<file path="src/rtl/pfb_pkg.sv">
package pfb_pkg;
  typedef enum logic [1:0] {
    BUS_IDLE = 2'd0,
    BUS_REQ  = 2'd1,
    BUS_WAIT = 2'd2
  } bus_st_t;

  // Control register bit positions
  localparam int CTL_HOLD_BIT  = 0;
  localparam int CTL_FLUSH_BIT = 1;
endpackage

</file>
<file path="src/rtl/pfb_ctl_reg.sv">
module pfb_ctl_reg
  import pfb_pkg::*;
#(
  parameter int CW = 8
) (
  input  logic          clk,
  input  logic          rst_n,
  input  logic          wr_en,
  input  logic [CW-1:0] wr_data,
  input  logic          flush_done,
  output logic          hold,
  output logic          flush_pend,
  output logic [CW-1:0] rd_data
);
  always_ff @(posedge clk or negedge rst_n) begin
    if (!rst_n) begin
      hold       <= 1'b0;
      flush_pend <= 1'b0;
    end else begin
      if (wr_en) hold <= wr_data[CTL_HOLD_BIT];
      if (wr_en && wr_data[CTL_FLUSH_BIT]) flush_pend <= 1'b1;
      else if (flush_done)                 flush_pend <= 1'b0;
    end
  end

  // Only the two live bits are returned; all others read zero.
  always_comb begin
    rd_data                = '0;
    rd_data[CTL_HOLD_BIT]  = hold;
    rd_data[CTL_FLUSH_BIT] = flush_pend;
  end
endmodule

</file>
<file path="src/rtl/pfb_store.sv">
// Circular tagged buffer; entries are kept in fetch order from head.
// DEPTH must be a power of two so pointers wrap naturally.
module pfb_store #(
  parameter int AW    = 16,
  parameter int DW    = 32,
  parameter int DEPTH = 4
) (
  input  logic                         clk,
  input  logic                         rst_n,
  input  logic                         flush,
  input  logic [AW-1:0]                lookup_addr,
  input  logic                         pop_en,
  input  logic                         push_en,
  input  logic [AW-1:0]                push_addr,
  input  logic [DW-1:0]                push_data,
  output logic                         hit,
  output logic [DW-1:0]                hit_data,
  output logic [$clog2(DEPTH+1)-1:0]   count
);
  localparam int PW   = (DEPTH > 1) ? $clog2(DEPTH) : 1;
  localparam int CNTW = $clog2(DEPTH+1);

  logic [AW-1:0]   tag_q  [DEPTH];
  logic [DW-1:0]   data_q [DEPTH];
  logic [PW-1:0]   head_q;
  logic [CNTW-1:0] cnt_q;
  logic [DEPTH-1:0] match;
  logic [PW-1:0]   hit_idx;
  logic [PW-1:0]   tail;
  logic [CNTW-1:0] pop_n;

  for (genvar i = 0; i < DEPTH; i++) begin : g_cmp
    logic [PW-1:0] slot;
    assign slot     = head_q + PW'(i);
    assign match[i] = (CNTW'(i) < cnt_q) && (tag_q[slot] == lookup_addr);
  end

  // Oldest matching entry wins.
  always_comb begin
    hit     = 1'b0;
    hit_idx = '0;
    for (int i = DEPTH - 1; i >= 0; i--) begin
      if (match[i]) begin
        hit     = 1'b1;
        hit_idx = PW'(i);
      end
    end
  end

  assign hit_data = data_q[head_q + hit_idx];
  assign tail     = head_q + cnt_q[PW-1:0];
  assign pop_n    = CNTW'(hit_idx) + CNTW'(1);
  assign count    = cnt_q;

  always_ff @(posedge clk) begin
    if (push_en) begin
      tag_q[tail]  <= push_addr;
      data_q[tail] <= push_data;
    end
  end

  // A hit retires the matched word and every older one.
  always_ff @(posedge clk or negedge rst_n) begin
    if (!rst_n) begin
      head_q <= '0;
      cnt_q  <= '0;
    end else if (flush) begin
      cnt_q <= '0;
    end else begin
      if (pop_en && hit) head_q <= head_q + hit_idx + PW'(1);
      cnt_q <= cnt_q - ((pop_en && hit) ? pop_n : CNTW'(0))
                     + (push_en ? CNTW'(1) : CNTW'(0));
    end
  end
endmodule

</file>
<file path="src/rtl/pfb_ctrl_top.sv">
module pfb_ctrl_top
  import pfb_pkg::*;
#(
  parameter int AW    = 16,
  parameter int DW    = 32,
  parameter int DEPTH = 4,
  parameter int CW    = 8
) (
  input  logic          clk,
  input  logic          rst_n,
  input  logic          ctl_wr_en,
  input  logic [CW-1:0] ctl_wr_data,
  output logic [CW-1:0] ctl_rd_data,
  input  logic          req_valid,
  output logic          req_ready,
  input  logic [AW-1:0] req_addr,
  output logic          rsp_valid,
  input  logic          rsp_ready,
  output logic [DW-1:0] rsp_data,
  output logic          bus_req_valid,
  input  logic          bus_req_ready,
  output logic [AW-1:0] bus_req_addr,
  input  logic          bus_rsp_valid,
  output logic          bus_rsp_ready,
  input  logic [DW-1:0] bus_rsp_data
);
  localparam int CNTW = $clog2(DEPTH+1);

  logic            hold, flush_pend, flush_done;
  bus_st_t         st_q;
  logic [AW-1:0]   breq_addr_q, dem_addr_q, pf_addr_q;
  logic            breq_dem_q, drop_q, dem_pend_q, stream_q;
  logic            rsp_valid_q;
  logic [DW-1:0]   rsp_data_q;
  logic [CNTW-1:0] count;
  logic            hit;
  logic [DW-1:0]   hit_data;
  logic            pf_in_flight, dem_in_flight;
  logic            accept, acc_hit, acc_miss, ret, push_en;
  logic            launch_dem, launch_pf;

  pfb_ctl_reg #(.CW(CW)) u_ctl (
    .clk(clk), .rst_n(rst_n), .wr_en(ctl_wr_en), .wr_data(ctl_wr_data),
    .flush_done(flush_done), .hold(hold), .flush_pend(flush_pend),
    .rd_data(ctl_rd_data)
  );

  assign pf_in_flight  = (st_q != BUS_IDLE) && !breq_dem_q;
  assign dem_in_flight = (st_q != BUS_IDLE) && breq_dem_q;
  assign flush_done    = flush_pend && !pf_in_flight;

  assign req_ready = !rsp_valid_q && !dem_pend_q && !dem_in_flight && !flush_pend;
  assign accept    = req_valid && req_ready;
  assign acc_hit   = accept && hit;
  assign acc_miss  = accept && !hit;
  assign ret       = (st_q == BUS_WAIT) && bus_rsp_valid;
  assign push_en   = ret && !breq_dem_q && !drop_q && !acc_miss && !flush_pend;

  assign launch_dem = (st_q == BUS_IDLE) && dem_pend_q;
  assign launch_pf  = (st_q == BUS_IDLE) && !dem_pend_q && stream_q && !hold &&
                      !flush_pend && !ctl_wr_en && !accept &&
                      (count < CNTW'(DEPTH));

  pfb_store #(.AW(AW), .DW(DW), .DEPTH(DEPTH)) u_store (
    .clk(clk), .rst_n(rst_n), .flush(flush_pend || acc_miss),
    .lookup_addr(req_addr), .pop_en(acc_hit),
    .push_en(push_en), .push_addr(breq_addr_q), .push_data(bus_rsp_data),
    .hit(hit), .hit_data(hit_data), .count(count)
  );

  always_ff @(posedge clk or negedge rst_n) begin
    if (!rst_n) begin
      st_q        <= BUS_IDLE;
      breq_addr_q <= '0;
      breq_dem_q  <= 1'b0;
      drop_q      <= 1'b0;
      dem_pend_q  <= 1'b0;
      dem_addr_q  <= '0;
      pf_addr_q   <= '0;
      stream_q    <= 1'b0;
      rsp_valid_q <= 1'b0;
      rsp_data_q  <= '0;
    end else begin
      if (rsp_valid_q && rsp_ready) rsp_valid_q <= 1'b0;

      unique case (st_q)
        BUS_IDLE: begin
          if (launch_dem) begin
            st_q        <= BUS_REQ;
            breq_addr_q <= dem_addr_q;
            breq_dem_q  <= 1'b1;
            dem_pend_q  <= 1'b0;
          end else if (launch_pf) begin
            st_q        <= BUS_REQ;
            breq_addr_q <= pf_addr_q;
            breq_dem_q  <= 1'b0;
            pf_addr_q   <= pf_addr_q + AW'(1);
          end
        end
        BUS_REQ:  if (bus_req_ready) st_q <= BUS_WAIT;
        BUS_WAIT: begin
          if (bus_rsp_valid) begin
            st_q <= BUS_IDLE;
            if (breq_dem_q) begin
              rsp_valid_q <= 1'b1;
              rsp_data_q  <= bus_rsp_data;
            end
          end
        end
        default: st_q <= BUS_IDLE;
      endcase

      if (ret) drop_q <= 1'b0;
      else if ((acc_miss || flush_pend) && pf_in_flight) drop_q <= 1'b1;

      if (flush_pend) stream_q <= 1'b0;

      if (acc_hit) begin
        rsp_valid_q <= 1'b1;
        rsp_data_q  <= hit_data;
        stream_q    <= 1'b1;
      end else if (acc_miss) begin
        dem_pend_q  <= 1'b1;
        dem_addr_q  <= req_addr;
        pf_addr_q   <= req_addr + AW'(1);
        stream_q    <= 1'b1;
      end
    end
  end

  assign rsp_valid     = rsp_valid_q;
  assign rsp_data      = rsp_data_q;
  assign bus_req_valid = (st_q == BUS_REQ);
  assign bus_req_addr  = breq_addr_q;
  assign bus_rsp_ready = (st_q == BUS_WAIT);
endmodule

</file>
<file path="config.mk">
export PLATFORM = sky130hd
export DESIGN_NAME = pfb_ctrl_top
export DESIGN_NICKNAME = d
export VERILOG_FILES = /design/src/rtl/pfb_pkg.sv /design/src/rtl/pfb_ctl_reg.sv /design/src/rtl/pfb_store.sv /design/src/rtl/pfb_ctrl_top.sv
export SDC_FILE = /design/constraint.sdc
export NUM_CORES = 1
export LEC_CHECK = 0
export BUFFER_PORTS_ARGS = -buffer_cell sky130_fd_sc_hd__buf_2
export CORE_ASPECT_RATIO = 2
export CORE_MARGIN = 10
export CORE_UTILIZATION = 56
export DETAILED_ROUTE_END_ITERATION = 10
export GPL_TIMING_DRIVEN = 0
export PLACE_DENSITY_LB_ADDON = 0.12
export SLEW_MARGIN = 20
export SYNTH_ARGS = -nofsm -noshare
export SYNTH_HDL_FRONTEND = slang
export SYNTH_SLANG_ARGS = --single-unit
export TNS_END_PERCENT = 100
</file>
<file path="constraint.sdc">
create_clock -name clk -period 21.2 [get_ports clk]
set_input_delay 2.12 -clock clk [delete_from_list [all_inputs] [get_ports clk]]
set_output_delay 2.12 -clock clk [all_outputs]
set_load 0.05 [all_outputs]
</file>
## Word-level counts from Yosys, hierarchy flattened

Memory sizes are Yosys's and may differ from the RTL's.
Index checks and enable logic that the tools add are counted.
W data, S select, Z words.

- Mux-type cells: 47
- Add/sub/neg operators: 11
- Magnitude comparators: 5
- Bitwise logic cells: 2
- Equality and inequality tests: 9
- Reductions and logical operators: 57

Operator list:

| kind | count |
|---|---|
| $mux W32 | 4 |
| $mux W16 | 7 |
| $eq A16 B16 Y1 | 4 |
| $add A16 B1 Y16 const B | 2 |
| $logic_and A1 B1 Y1 | 30 |
| $mux W1 | 25 |
| $mux W2 | 8 |
| $reduce_bool A2 Y1 | 7 |
| $logic_not A1 Y1 | 12 |
| $lt A1 B3 Y1 const A | 2 |
| $lt A2 B3 Y1 const A | 2 |
| $mux W3 | 2 |
| $pmux W2 S3 | 1 |
| $reduce_and A2 Y1 | 3 |
| $reduce_and A3 Y1 | 2 |
| $add A2 B1 Y2 const B | 2 |
| $add A2 B2 Y2 | 2 |
| $add A2 B2 Y2 const B | 2 |
| $add A2 B1 Y3 const B | 1 |
| $add A3 B3 Y3 | 1 |
| $lt A3 B3 Y1 const B | 1 |
| $ne A3 B3 Y1 const B | 1 |
| $reduce_bool A3 Y1 | 1 |
| $sub A3 B3 Y3 | 1 |
| 7 further kinds | 8 |

- Memories kept: 2
- Register bits after elaboration: 94
- Bits in writable memories: 192
- Output and inout port bits: 60
- Logic and storage cells: 147

Memories:

| memory | words | width | rd ports | clocked after memory_dff | write ports | line | source |
|---|---|---|---|---|---|---|---|
| u_store.data_q | 4 | 32 | 1 | 0 | 1 | pfb_store.sv:24 | `logic [DW-1:0] data_q [DEPTH];` |
| u_store.tag_q | 4 | 16 | 4 | 0 | 1 | pfb_store.sv:23 | `logic [AW-1:0] tag_q [DEPTH];` |

## Logic depth before layout (Yosys ltp)

Gate-level depths: netlist of the first run.
An unclocked memory read counts as a cell.

- Depth in word-level cells: 16
- Depth in mapped cells: 20
- Depth with buffers taken out: 16

## Modules after synthesis

Synthesis of the first run repeated with hierarchy kept, for this count alone.

- Cell total of the unflattened synthesis: 1,055
- Area, all modules: 14,186.1 µm²

Modules (own cells, without submodules):

| module | times used | area an instance (µm²) | cells an instance |
|---|---|---|---|
| pfb_store | 1 | 9,716.8 | 584 |
| pfb_ctrl_top | 1 | 4,327.9 | 456 |
| pfb_ctl_reg | 1 | 141.4 | 15 |

## Worst setup path before layout of the first run

OpenSTA, ideal clock, no wires.

- Path kind: in2reg
- From: input req_addr[6]
- To: memory u_store.data_q[1][0] (enable)
- Slack: 11,536 ps
- Required time: 20,610 ps
- Setup time: 590 ps
- Stages: 10
- Data arrival time: 9,074 ps
- Cell sequence: buf_1 -> xnor2_1 -> a2111oi_2 -> nand4_1 -> or4b_1 -> nand2_1 -> or3_1 -> buf_4 -> buf_6 -> nor4b_1

- Word-level cells in the longest chain between the ends: 13

Ends and longest elaborated chain:

| element | line | source |
|---|---|---|
| start: declaration | pfb_ctrl_top.sv:16 | `input logic [AW-1:0] req_addr,` |
| $eq A16 B16 Y1 | pfb_store.sv:35 | `assign match[i] = (CNTW'(i) < cnt_q) && (tag_q[slot] == lookup_addr);` |
| $logic_and A1 B1 Y1 | pfb_store.sv:35 |  |
| $mux W1 (3 in series) | pfb_store.sv:43 | `if (match[i]) begin` |
| $mux W1 * | pfb_store.sv:43 |  |
| $logic_not A1 Y1 * | pfb_ctrl_top.sv:55 | `assign acc_miss = accept && !hit;` |
| $logic_and A1 B1 Y1 * | pfb_ctrl_top.sv:55 |  |
| $logic_not A1 Y1 * | pfb_ctrl_top.sv:57 | `assign push_en = ret && !breq_dem_q && !drop_q && !acc_miss && !flush_pend;` |
| $logic_and A1 B1 Y1 * (2 in series) | pfb_ctrl_top.sv:57 |  |
| $mux W1 * | pfb_store.sv:56 | `if (push_en) begin` |
| $mux W1 (not written as such) * | pfb_store.sv:58 | `data_q[tail] <= push_data;` |
| end: declaration | pfb_store.sv:24 |  |

Mark *: on every way between the ends. The rest lies on a longest branch, timed or not.

## Worst setup path after layout of the first run

- From: input req_addr[6]
- To: register rsp_data_q[17], in the netlist rsp_data[17]

- Word-level cells in the longest chain between the ends: 9

Ends and longest elaborated chain:

| element | line | source |
|---|---|---|
| $eq A16 B16 Y1 | pfb_store.sv:35 |  |
| $logic_and A1 B1 Y1 | pfb_store.sv:35 |  |
| $mux W2 / $mux W1 (equally long branches) (4 in series) | pfb_store.sv:43 |  |
| $add A2 B2 Y2 / $logic_and A1 B1 Y1 (equally long branches) | pfb_store.sv:50, pfb_ctrl_top.sv:54 |  |
| $mem_v2 Z4 W32 / $reduce_bool A2 Y1 (equally long branches) | n/a |  |
| $mux W32 / $reduce_and A3 Y1 (equally long branches) | n/a |  |
| end signal: assignment | pfb_ctrl_top.sv:106 | `rsp_data_q <= bus_rsp_data;` |
| end signal: assignment | pfb_ctrl_top.sv:120 | `rsp_data_q <= hit_data;` |
| end: declaration | pfb_ctrl_top.sv:34 | `logic [DW-1:0] rsp_data_q;` |

Several ways; a longest one is shown, not always the timed one.
A chain may end at the register's enable or synchronous reset.

==> results.md, run 1 <==
- Routed vias: 9578
- Fin cells: 1569
- CTS tree: yes
- DRC viols: 0
- Final Cycle Share: 34.90%
- Worst EP arrival: 7830 ps
- Clk slew on worst S/H paths: 70 ps
- First-pass iteration count of the detailed router: 7
- Placed Instances: 1524
- Largest net degree at the start of global routing: 61
- Ys flop type: edfxtp_1
- Reg2reg start: u_store.head_q[1]
- Beginning of the worst hold path: dem_addr_q[9]
- P&R area growth vs syn: 14.01%
- Most common cell in the synthesized netlist: edfxtp_1
- Cts hold-fix bufs: 0
- First-pass GRT wire length: around 64000 um
- Yosys warning count: 0
- # setup viols final: 0
- Initial antenna violation count: 0
- Crit path max fanout: 10
- Skew final: between 15 and 20 ps
- Row count: 83
- Clock tree buffer depth: 3
- Register area share after synthesis: 56.44%
- Io pins: 123
- Top cells by area, synth: edfxtp_1, dfrtp_1, mux2i_1, mux2_2, xnor2_1
- Die X: approximately 130 um
- Total power: around 1.7 mW
- Vert. Die Dim: 246.6 um
- Hold Violations, Final: 0
- Antenna diodes: 0
- Slew @ Worst Pin: ~1200 ps
- Synth top cells by count: edfxtp_1, mux2i_1, dfrtp_1
- Max Fclk: roughly 0.14 GHz
- CTS Sinks: 286
- Cells after synthesis: 1054
- Top-area cell type share of the netlist area: 40.09%
- Buffers on Ports: 101
- Crit end category: register
- Area share of fa/ha/maj cells after synthesis: less than 1%
- H-tree depth: 1
- Final Net Count: 1283
- Netlist cell types: 67
- CTS buffer count: 25
- Multiplexer share of the synthesized area: 18.14%
- Slew Limit Headroom: 20.05%
- Vias in the first global route: 10180
- Post-synth EDFFs: about 190
- Crit path kind: in2reg
- Final slew viol count: 0
- Setup crit start: req_addr[6]
- Cell Area, Synth: 14380 um^2
- Hold Path Class: reg2reg
- Drt via density: 6.105
- DRT iter0 DRCs: 626
- RSZ-0062 raised after global routing: false
- CTS resizes: 0
- Yosys reg bits: between 200 and 300
- Total GRT Usage: 25.79%
- Avg WL per Cell: 27.21 um
- Static Leak: 6.110 nW
- Placer Congestion: 1.023
- Critical Path RT: 21630 ps
- Status: finished clean
- Share of cells above drive strength 1: 27.83%
- Post-synthesis compound-gate area fraction: 7.856%
- Final wirelength: 42690 um
- Setup TNS: 0 ps
- Final worst path period need: 7398 ps
- Async set or reset register ratio after synthesis: 32.87%
- Post-synth top area cell: edfxtp_1
- Routed Antenna Nets: 0
- Xor/xnor share of the synthesized area: 6.151%
- Avg Cell Area, Syn: 13.65 um^2
- Skew-Pair Late Insertion Delay: 540 ps
- Worst Setup Start Kind: input port
- Largest family of logic cells by synthesized area: multiplexers
- Die area: 32880 um^2
- Simple-Gate Fraction of Synth Area: 6.951%
- HPWL Detailed: 32270 um
- Global route overflow: 0
- Root Driver: clkbuf_16
- Power Density: ~110 nW/um^2
- Initial core utilization: 56.30%
- Max Cap Viol: 0
- CORE AREA: 25550 um^2
- Maximum vdd ir drop: 0.1110 mV
- Setup bufs post-CTS: 0
per-layer routing:
| metal | up-vias | share of wire [%] | track usage, % |
|---|---|---|---|
| met5 | - | 0 | 0 |
| met4 | 0 | 7.6 | 17.65 |
| met3 | 133 | 3.9 | 3.488 |
| met2 | 305 | 55 | 47.91 |
| met1 | 4865 | 33 | 25.83 |
| li1 | 4275 | - | - |
power by group:
group,switching [mW],internal [mW]
Combinational,0.343,0.157
Clock,0.200,0.272
Sequential,0.0795,0.697
Total,0.622,1.13
sequential cells by signal, summed over array words and instances (netlist names), 3 cells and up:
signal and count:
u_store.data_q 128, rsp_data 32, dem_addr_q 16, u_store.tag_q 64, pf_addr_q 16, bus_req_addr 16
u_store.count 3
metrics by stage:
step           utilization (%)  hold WS, ps  area [um^2]  setup slack, ps
6_report                 64.19        481.4        16400            13800
5_1_grt                  64.19        509.0        16400            13710
4_1_cts                  64.19        482.4        16400            13920
3_5_place_dp             60.88        465.4        15550            13420
3_3_place_gp             60.02        454.4        15330             5218
2_1_floorplan                -        444.2        14400            11540
cell families after synthesis:
family,Yosys count
AO/OA/AOI/OAI,136
XOR/XNOR,101
adder cells (fa/ha/maj),9
buffers and inverters,93
flip-flops,286
multiplexers,238
other,1
AND/OR/NAND/NOR,190
cell usage in the layout, fill, tap and decap left out, types with 7 or more instances in the layout:
cell type    n
edfxtp_1   192
mux2i_1    140
buf_2      123
dfrtp_1     94
mux2_2      80
xnor2_1     56
nor2_1      50
xor2_1      45
a211oi_1    42
nand2_1     41
clkbuf_1    34
buf_4       31
clkbuf_16   26
nand3_1     23
a211oi_2    23
o21ai_0     22
nor3_1      13
inv_1       12
buf_6       11
and3_1      11
nand4_1     11
a21oi_1     10
mux4_2       9
mux2_1       8
ha_1         8
buf_1        7
clkinv_2     7
worst paths after layout:
path	end	slack [ps]	cells past startpoint
min in group asynchronous	rsp_data[24]	1480	1
min	bus_req_addr[9]	480	2
max	rsp_data[17]	13800	13
min reg2reg	bus_req_addr[9]	480	2
max reg2reg	rsp_data[17]	14770	16
max in group asynchronous	dem_addr_q[11]	19020	2
layout make-up:
cell class	count	area, um^2
tap	340	425.4
clock buffer	33	706.9
timing repair buffer	125	709.4
fill	2007	9149
buffer	80	469.2
sequential	286	8118
clock inverter	12	137.6
multi-input combinational	680	5783
inverter	13	48.80
critical path, cell delays in order:
cell and delay [ps]:
buf_1 520, xnor2_1 290, a2111oi_0 1050, o2111ai_1 320, nor4_2 510, nand2_1 150, a21oi_1 180, ha_1 190
clkbuf_1 570, clkbuf_1 660, clkbuf_1 750, mux2i_1 210, a211oi_1 290
Power figures use the tool's default switching activity.
==> run 2, diff against run 1 <==
- ABC_AREA: unset -> 1
- CORE_UTILIZATION: 56 -> 55
- clock period: 21.2 -> 6.3 ns (I/O delays scaled with it)
==> run 2 against run 1 <==
  * Sequential power grew to 3.4 times the previous value
  * Critical path depth is 9 higher
  * Worst hold slack worse by 180 ps
  * Largest cell class unchanged
  * Clock skew is 1.1 ps higher
  * Synthesized cell count is 62% higher
  * Critical path type is now reg2reg
  * Combinational power grew to 3.4 times the previous value
  * Utilization is 0.67 points lower
  * Area after synthesis is 4.4% higher
  * Register-to-register slack worse by 13000 ps
  * First-iteration DRC count is 33% higher
==> results.md, run 2 <==
- Crit path max fanout: 10
- Buffers on Ports: 106
- P&R area growth vs syn: 13.84%
- Worst r2r dst: u_store.data_q[2][29]
- Placer Congestion: 1.044
- Filler cells: roughly 2300
- Reg2reg start: u_store.head_q[0]
- Static Leak: between 7 and 8 nW
- Grt met3 use: 3.600%
- Routed vias: 13110
- Met1 Use GR: 27.03%
- GRT met2 Usage: 58.46%
- Layout Utilization: a little under two thirds
- CORE AREA: between 20000 and 30000 um^2
- Vert. Die Dim: 253.7 um
- Skew final: 16.70 ps
- WP buf/inv: 8
- Maximum vdd ir drop: 0.3483 mV
- Slowest cell delay on critical path: 550 ps
- Initial antenna violation count: 0
- Worst reg2reg setup slack: 1460 ps
- Crit path kind: reg2reg
- Slew @ Worst Pin: 948.9 ps
- Slowest cell on the critical path: nor3_2
- Top cells by area, synth: edfxtp_1, dfrtp_1, nand2_1, nand3_1, mux2i_1
- Final Net Count: 1951
- Slew Limit Headroom: 36.74%
- Setup crit start: u_store.head_q[0]
- Place WS: 1450 ps
- CTS buffer count: 24
- DRT iter0 DRCs: 831
- Worst EP arrival: 5080 ps
- First-pass iteration count of the detailed router: 5
- Hold Violations, Final: 0
- Post-synth top area cell: edfxtp_1
- First-pass GRT wire length: 78080 um
- Final wirelength: ~54000 um
- Worst Setup Start Kind: register
- Post-synth EDFFs: 192
- Most common cell in the synthesized netlist: nand2_1
- Delay-heaviest family, CP: simple AND/OR/NAND/NOR gates
- Antenna diodes: 0
- Yosys reg bits: 286
- Top-area cell type share of the netlist area: 38.40%
- Status: finished clean
- Die X: 136.8 um
- Drt via density: between 5 and 6
- Power Density: roughly 340 nW/um^2
- Largest Register: u_store.data_q
- Row count: 85
- CP Depth: 22
- Max Fclk: slightly above 0.2 GHz
- HPWL Detailed: about 42000 um
- Ys flop type: edfxtp_1
- Vias in the first global route: 13200
- Share of cells above drive strength 1: 13.60%
- CTS tree: yes
- Cells after synthesis: 1712
- Final worst path period need: around 4800 ps
- RSZ-0062 raised after global routing: false
- Avg WL per Cell: 23.89 um
- Setup bufs post-CTS: 0
- Global route overflow: 0
- Skew-Pair Late Insertion Delay: 540 ps
- CTS resizes: 0
- Number of flip-flops under the largest register name: 128
- Total GRT Usage: 30.53%
- Hold Path Class: in2reg
- Clk slew on worst S/H paths: ~70 ps
- # setup viols final: 0
- Clock tree buffer depth: 3
- Die area: 34710 um^2
- Worst setup path end: u_store.data_q[2][29]
- Routed Antenna Nets: 0
- Root Driver: clkbuf_16
- Initial core utilization: 55.80%
- Final slew viol count: 0
- Busiest grt layer: met2
- Register area share after synthesis: 54.07%
- Final Cycle Share: 76.88%
- Cell Area, Synth: between 15000 and 20000 um^2
- Yosys warning count: 0
- Reg2Reg Depth: 22
- Synth top cells by count: nand2_1, nand3_1, edfxtp_1
- Crit end category: register
- Commonest non-fill, non-tap cell in the layout: nand2_1
- Io pins: roughly 120
- Netlist cell types: 44
- Largest net degree at the start of global routing: 59
- Most frequent cells in the layout: nand2_1, nand3_1, edfxtp_1, buf_2, nor2_1
- Max Cap Viol: 0
- Async set or reset register ratio after synthesis: 32.87%
- H-tree depth: 1
- Setup ws final: 1456 ps
- CTS Sinks: about 290
- Critical path cell sequence: buf_6 > inv_4 > nand2_1 > nand2_2 > buf_2 > nand3_1 > nand2_1 > nand2_1 > nand2_1 > nand2_1 > nor2_1 > nand3_1 > nand2_2 > nor2_1 > nand2_2 > buf_4 > nand3_2 > nor3_2 > buf_4 > buf_4 > buf_4 > buf_4
- Critical Path RT: 6540 ps
- DRC viols: 0
- Avg Cell Area, Syn: ~8.8 um^2
## run 2: metal layers
metal / part of all wire [%] / up-vias
met1: 31 / 6241
met3: 4.6 / 217
met5: 0 / -
met2: 55 / 561
li1: - / 6094
met4: 9.4 / 0
## run 2: worst reg2reg max path, delay by kind of cell (launching register included)
| kind | cells | cell delay, ps |
|---|---|---|
| buffers and inverters | 8 | 1710 |
| flip-flops | 1 | 440 |
| AND/OR/NAND/NOR | 14 | 2420 |
## run 2: timing repair
| action | in CTS | in global routing |
|---|---|---|
| endpoints found under the hold margin | 15 | 0 |
| hold buffers | 1 | 0 |
| endpoints found under the setup margin | 0 | 0 |
## run 2: through the flow
| step | total power, mW | cells | cell area [um^2] | setup TNS, ps | hold WS (ps) |
|---|---|---|---|---|---|
| 2_1_floorplan | 3.734 | 1717 | 15030 | 0 | 334.4 |
| 5_1_grt | 6.065 | 2245 | 17090 | 0 | 292.3 |
| 3_5_place_dp | 4.311 | 2200 | 16270 | 0 | 481.9 |
| 4_1_cts | 5.840 | 2245 | 17090 | 0 | 287.0 |
| 6_report | 5.840 | 2245 | 17090 | 0 | 301.7 |
| 3_3_place_gp | 4.266 | 2171 | 16000 | -703800 | 467.2 |
## run 2: area by class of cell
cell class | count | area [um^2] | area share [%]
timing repair buffer | 136 | 795.8 | 4.656
inverter | 95 | 361.6 | 2.116
clock inverter | 11 | 121.4 | 0.7101
tap | 348 | 435.4 | 2.548
clock buffer | 33 | 686.9 | 4.019
buffer | 84 | 480.5 | 2.811
sequential | 286 | 8118 | 47.50
multi-input combinational | 1252 | 6092 | 35.64
## run 2: power by group
| group | internal [mW] | leakage, nW | switching (mW) |
|---|---|---|---|
| registers | 2.35 | 2.83 | 0.261 |
| logic | 0.398 | 4.70 | 1.28 |
| clock network | 0.856 | 0.391 | 0.693 |
| total | 3.60 | 7.92 | 2.24 |
## run 2: kinds of logic (layout without fill, tap and decap cells)
kind of cell | Yosys count | count (layout) | share of synthesized area (%)
muxes | 64 | 64 | 4.267
other | 1 | 6 | 0.02498
adders and majority gates | 9 | 9 | 0.8001
DFF | 286 | 286 | 54.07
AOI/OAI and AO/OA | 151 | 151 | 5.584
and+or+nand+nor | 989 | 989 | 27.72
buffers and inverters | 179 | 359 | 5.609
xor gates and xnor gates | 33 | 33 | 1.925
## run 2: how the worst min path moves through the flow
stage / start / to / slack, ps / cells past startpoint
after floorplan: rst_n / breq_dem_q / 330 / 0
final: ctl_wr_data[0] / u_ctl.hold / 300 / 2
after global routing: rsp_ready / rsp_valid / 290 / 2
after global placement: dem_addr_q[11] / dem_addr_q[11] / 470 / 2
after detailed placement: dem_addr_q[9] / dem_addr_q[9] / 480 / 2
after CTS: rsp_ready / rsp_valid / 290 / 2
